**src/rtl/cpm_pkg.sv**
```systemverilog
package cpm_pkg;
  localparam int unsigned CNT_W_DEF   = 16;
  localparam int unsigned ADDR_W_DEF  = 8;
  localparam int unsigned SYNC_STAGES = 2;
  localparam logic [7:0]  ADDR_BASE_DEF  = 8'h62;  // low byte; higher bytes follow upward
  localparam logic [7:0]  ADDR_LATCH_DEF = 8'h61;
endpackage

```
**src/rtl/cpm_edge_sync.sv**
```systemverilog
module cpm_edge_sync #(
  parameter int unsigned STAGES = 2
) (
  input  logic clk_i,
  input  logic rst_ni,
  input  logic async_i,
  output logic rise_o
);
  // pipe[STAGES-1] is the synchronized level, pipe[STAGES] its previous value
  logic [STAGES:0] pipe;

  always_ff @(posedge clk_i or negedge rst_ni) begin
    if (!rst_ni) pipe <= '0;
    else         pipe <= {pipe[STAGES-1:0], async_i};
  end

  assign rise_o = pipe[STAGES-1] & ~pipe[STAGES];
endmodule

```
**src/rtl/cpm_period_cnt.sv**
```systemverilog
module cpm_period_cnt #(
  parameter int unsigned W = 16
) (
  input  logic         clk_i,
  input  logic         rst_ni,
  input  logic         rise_i,
  output logic [W-1:0] cnt_o,
  output logic [W-1:0] latest_o
);
  localparam logic [W-1:0] MAX = '1;
  localparam logic [W-1:0] ONE = W'(1);

  logic sat;
  assign sat = (cnt_o == MAX);

  // counter starts saturated so the partial period before the first edge is discarded
  always_ff @(posedge clk_i or negedge rst_ni) begin
    if (!rst_ni) begin
      cnt_o    <= MAX;
      latest_o <= MAX;
    end else if (rise_i) begin
      latest_o <= cnt_o;
      cnt_o    <= ONE;
    end else if (!sat) begin
      cnt_o    <= cnt_o + ONE;
    end else begin
      latest_o <= MAX;
    end
  end
endmodule

```
**src/rtl/cpm_byte_regs.sv**
```systemverilog
module cpm_byte_regs #(
  parameter int unsigned W          = 16,
  parameter int unsigned ADDR_W     = 8,
  parameter logic [7:0]  ADDR_BASE  = 8'h62,
  parameter logic [7:0]  ADDR_LATCH = 8'h61
) (
  input  logic              clk_i,
  input  logic              rst_ni,
  input  logic [ADDR_W-1:0] addr_i,
  input  logic              rd_i,
  input  logic              wr_i,
  input  logic [W-1:0]      latest_i,
  output logic [W-1:0]      hold_o,
  output logic [7:0]        rdata_o
);
  localparam int unsigned NB = W / 8;

  logic latch_hit;
  assign latch_hit = wr_i && (addr_i == ADDR_W'(ADDR_LATCH));

  always_ff @(posedge clk_i or negedge rst_ni) begin
    if (!rst_ni)        hold_o <= '1;
    else if (latch_hit) hold_o <= latest_i;
  end

  logic [NB-1:0][7:0] lane;
  logic [NB-1:0]      hit;

  for (genvar k = 0; k < NB; k++) begin : g_lane
    assign lane[k] = hold_o[8*k +: 8];
    assign hit[k]  = rd_i && (addr_i == ADDR_W'(ADDR_BASE + 8'(k)));
  end

  always_comb begin
    rdata_o = 8'h00;
    for (int k = 0; k < NB; k++) begin
      if (hit[k]) rdata_o = lane[k];
    end
  end
endmodule

```
**src/rtl/clk_period_meter.sv**
```systemverilog
module clk_period_meter
  import cpm_pkg::*;
#(
  parameter int unsigned CNT_W      = CNT_W_DEF,
  parameter int unsigned ADDR_W     = ADDR_W_DEF,
  parameter logic [7:0]  ADDR_BASE  = ADDR_BASE_DEF,
  parameter logic [7:0]  ADDR_LATCH = ADDR_LATCH_DEF
) (
  input  logic              clk_i,
  input  logic              rst_ni,
  input  logic              ref_clk_i,
  input  logic [ADDR_W-1:0] addr_i,
  input  logic              rd_i,
  input  logic              wr_i,
  output logic [7:0]        rdata_o
);
  logic             rise;
  logic [CNT_W-1:0] cnt;
  logic [CNT_W-1:0] latest;
  logic [CNT_W-1:0] hold;

  cpm_edge_sync #(.STAGES(SYNC_STAGES)) u_sync (
    .clk_i   (clk_i),
    .rst_ni  (rst_ni),
    .async_i (ref_clk_i),
    .rise_o  (rise)
  );

  cpm_period_cnt #(.W(CNT_W)) u_cnt (
    .clk_i    (clk_i),
    .rst_ni   (rst_ni),
    .rise_i   (rise),
    .cnt_o    (cnt),
    .latest_o (latest)
  );

  cpm_byte_regs #(
    .W          (CNT_W),
    .ADDR_W     (ADDR_W),
    .ADDR_BASE  (ADDR_BASE),
    .ADDR_LATCH (ADDR_LATCH)
  ) u_regs (
    .clk_i    (clk_i),
    .rst_ni   (rst_ni),
    .addr_i   (addr_i),
    .rd_i     (rd_i),
    .wr_i     (wr_i),
    .latest_i (latest),
    .hold_o   (hold),
    .rdata_o  (rdata_o)
  );
endmodule

```
**config.mk**
```make
export PLATFORM = sky130hd
export DESIGN_NAME = clk_period_meter
export DESIGN_NICKNAME = d
export VERILOG_FILES = /design/src/rtl/cpm_pkg.sv /design/src/rtl/cpm_edge_sync.sv /design/src/rtl/cpm_period_cnt.sv /design/src/rtl/cpm_byte_regs.sv /design/src/rtl/clk_period_meter.sv
export SDC_FILE = /design/constraint.sdc
export NUM_CORES = 1
export LEC_CHECK = 0
export ABC_AREA = 1
export BUFFER_PORTS_ARGS = -buffer_cell sky130_fd_sc_hd__buf_4
export CAP_MARGIN = 5
export CORE_MARGIN = 1.5
export CORE_UTILIZATION = 46
export CTS_CLUSTER_SIZE = 14
export DETAILED_ROUTE_END_ITERATION = 8
export GPL_TIMING_DRIVEN = 0
export SYNTH_ARGS = -nofsm -noshare
export SYNTH_HDL_FRONTEND = slang
export SYNTH_SLANG_ARGS = --single-unit
```
**constraint.sdc**
```tcl
create_clock -name clk_i -period 2.2 [get_ports clk_i]
set_clock_uncertainty 0.15 [all_clocks]
set_input_delay 0.44 -clock clk_i [delete_from_list [all_inputs] [get_ports clk_i]]
set_output_delay 0.44 -clock clk_i [all_outputs]
set_load 0.1 [all_outputs]
```
==> impl_metrics.ini <==
[die]
io_pins = 21
initial_core_util = 0.474
coreArea_um2 = 5440
rows = 27
die_area_um2 = 6060
die_h_um = 77.8
fp.dieW_um = 77.8

[power]
switchingPower_mw = 0.543
p_sw_frac = 0.270
p_per_area_nw_per_um2 = 672
comb_power_share = 0.137
ir_worst_vdd_mv = 0.350
p_seq_frac = 0.582
leakage_nw = 1.36
intPower_mw = 1.47
p_clk_frac = 0.281

[drt]
vias_per_cell = 4.89
antenna_left = 0
firstDrtPassIters = 4
routedWlPerCell_um = 12.9
num_vias = 1946
routed_wirelength_um = 5130
drtIter0Drc = 102
drc_errors = 0

[run]
cap_violations = 0

[run_status]
status = finished with violations
violations = negative hold slack

[setup_path]
worstPathRequired_ns = 1.61
timing.rr.end = u_cnt.cnt_o[13]
cp_slowest_cell = buf_6
start_kind = primary input
slowest_delay_ns = 0.22
crit_path_frequent_cell = buf_4
crit_family = simple AND/OR/NAND/NOR gates
critPathMaxFanout = 8
setup.worst_path.end = rdata_o[2]
crit_chain = buf_4 > nor2_1 > nand3_2 > nor3_4 > buf_4 > nand2_1 > nand2_2 > buf_6
cp.arrival_ns = 1.56
rrSetupSlack_ns = 0.32
cp-end-kind = primary output
crit_cells = 8
worstSetupPathType = primary input to primary output
ff2ff_path_depth = 8
crit_path_start = addr_i[7]
r2r_start = u_cnt.cnt_o[0]
path_buf_inv = 3

[global_routing]
grt_pass1_wl_um = 9090
grt_util_all_layers = 0.190
grt_pass1_vias = 1999
grt_overflow = 0
grt_max_degree = 52
antenna_found_initial = 0

[synthesis]
ys_types = 29
syn_inst = 297
synthesis.nets = 311
ys_seq_area_frac = 0.519
synth_seq_cells = 51
syn_area_per_cell_um2 = 8.67
ys.warnings.count = 0
synth_area_um2 = 2580

[cts]
cts_hold_buffers = 0
htree_levels = 2
cts_sinks = 51
clock_latency_ns = 0.30
clockRootBuffer = clkbuf_8
cts_inserted_buffers = 5
clockBufferDepth = 2
cts_tree = yes
cts.reportedPaths.clkPinSlew_ns = 0.09

[timing]
hold_viol = 2
worstMarginPinSlew_ns = 0.626
setup-violations-final = 0
fin_crit_ns = 2.15
timing.hold.ws_ns = -0.00498
final_max_slew_viol_count = 0
relSlewSlack = 0.582
max_freq_mhz = 466
min_period_over_period = 0.975
fin_ws_ns = 0.0547

[placed_design]
dpl_cell_area_um2 = 2840
place_inst = 389
io_buffers = 20
gp_congestion = 0.861
pre_cts_ws_ns = -0.236
dp_hpwl_um = 3610

[finish]
nets = 339
final_common_cell = nand2_1
diodes = 0
drive_gt1_frac = 0.359
final_cell_mix = 73 x nand2_1, 48 x dfstp_2, 36 x nor2_1
fin_area_um2 = 3000
area_growth_pct = 16.3
finalNonFillerCells = 398

[min_path]
hp-class = primary input to asynchronous set/reset pin
how the worst min path moves through the flow:
| stage | to |
|---|---|
| floorplan | u_sync.pipe[0] |
| finish | u_sync.pipe[0] |
| global placement | u_sync.pipe[1] |
| detailed placement | u_sync.pipe[1] |
| global route | u_sync.pipe[0] |
| CTS | u_sync.pipe[0] |
synth_stat cells:
cell | instances | area [µm²]
a21o_1 | 1 | 7.51
a21oi_1 | 6 | 30.0
a21oi_4 | 10 | 163
buf_2 | 1 | 5.00
buf_8 | 1 | 15.0
clkbuf_1 | 6 | 22.5
dfrtp_1 | 3 | 75.1
dfstp_2 | 48 | 1260
ha_1 | 1 | 12.5
inv_1 | 30 | 113
inv_2 | 2 | 7.51
nand2_1 | 81 | 304
nand2_2 | 4 | 25.0
nand2_4 | 1 | 11.3
nand3_1 | 27 | 135
nand3_2 | 1 | 10.0
nand3b_1 | 1 | 7.51
nand4_1 | 3 | 18.8
nor2_1 | 37 | 139
nor2_2 | 2 | 12.5
nor2_4 | 2 | 22.5
nor2_8 | 1 | 20.0
nor3_1 | 1 | 5.00
nor3_2 | 1 | 10.0
o21ai_0 | 13 | 65.1
o21ai_1 | 6 | 30.0
o21bai_1 | 3 | 22.5
o31ai_1 | 1 | 7.51
or2_2 | 3 | 18.8
kinds of logic after synthesis:
kind of cell,after synthesis,share of synthesized area
AOI/OAI and AO/OA,40,0.126
adders and majority gates,1,0.00486
DFF,51,0.519
buffers and inverters,40,0.0631
and+or+nand+nor,165,0.287
repair_timing:
action | 4_1_cts | 5_1_grt
gates resized for setup | 12 | 1
setup buffers | 1 | 0
setup endpoints to repair | 8 | 8
pin swaps | 1 | 0
registers in the layout, indices dropped and copies added (netlist names):
register	flops
u_cnt.cnt_o	16
u_cnt.latest_o	16
u_regs.hold_o	16
u_sync.pipe	3
worst register-to-register path, cell delays in order, from the launching register on:
cell	delay [ns]
dfstp_2	0.59
ha_1	0.21
nand3_2	0.12
inv_2	0.09
nand2_4	0.08
nor2_8	0.15
nand2_2	0.13
buf_2	0.22
nand2_1	0.09
area by class of cell:
cell class | instances | area [µm²]
fillers | 511 | 2440
flip-flops and latches | 51 | 1340
repair buffers | 21 | 188
clock inverters | 2 | 16.3
inverters | 32 | 120
plain buffers | 8 | 42.5
well taps | 72 | 90.1
clock buffers | 6 | 82.6
multi-input cells | 206 | 1120
layer usage:
metal	vias up	wire length, µm	GRT usage
met3	4	162	0.0412
li1	995	-	-
met4	0	53	0.0745
met5	-	0	0
met2	35	2560	0.329
met1	912	2360	0.229
power groups by stage:
stage	Clock (mW)	Sequential, mW	Combinational (mW)
floorplan	0	1.17	0.208
global placement	0	1.18	0.272
detailed placement	0	1.19	0.277
CTS	0.597	1.17	0.280
global route	0.622	1.19	0.317
finish	0.566	1.17	0.276
stage by stage:
step / TNS (ns) / power (mW) / util
6_report: 0 / 2.01 / 0.551
5_1_grt: -0.000747 / 2.13 / 0.551
4_1_cts: 0 / 2.05 / 0.550
3_5_place_dp: -1.46 / 1.46 / 0.522
3_3_place_gp: -1.40 / 1.46 / 0.522
2_1_floorplan: 0 / 1.37 / -
Note: power is estimated with default switching activity, not from simulation.
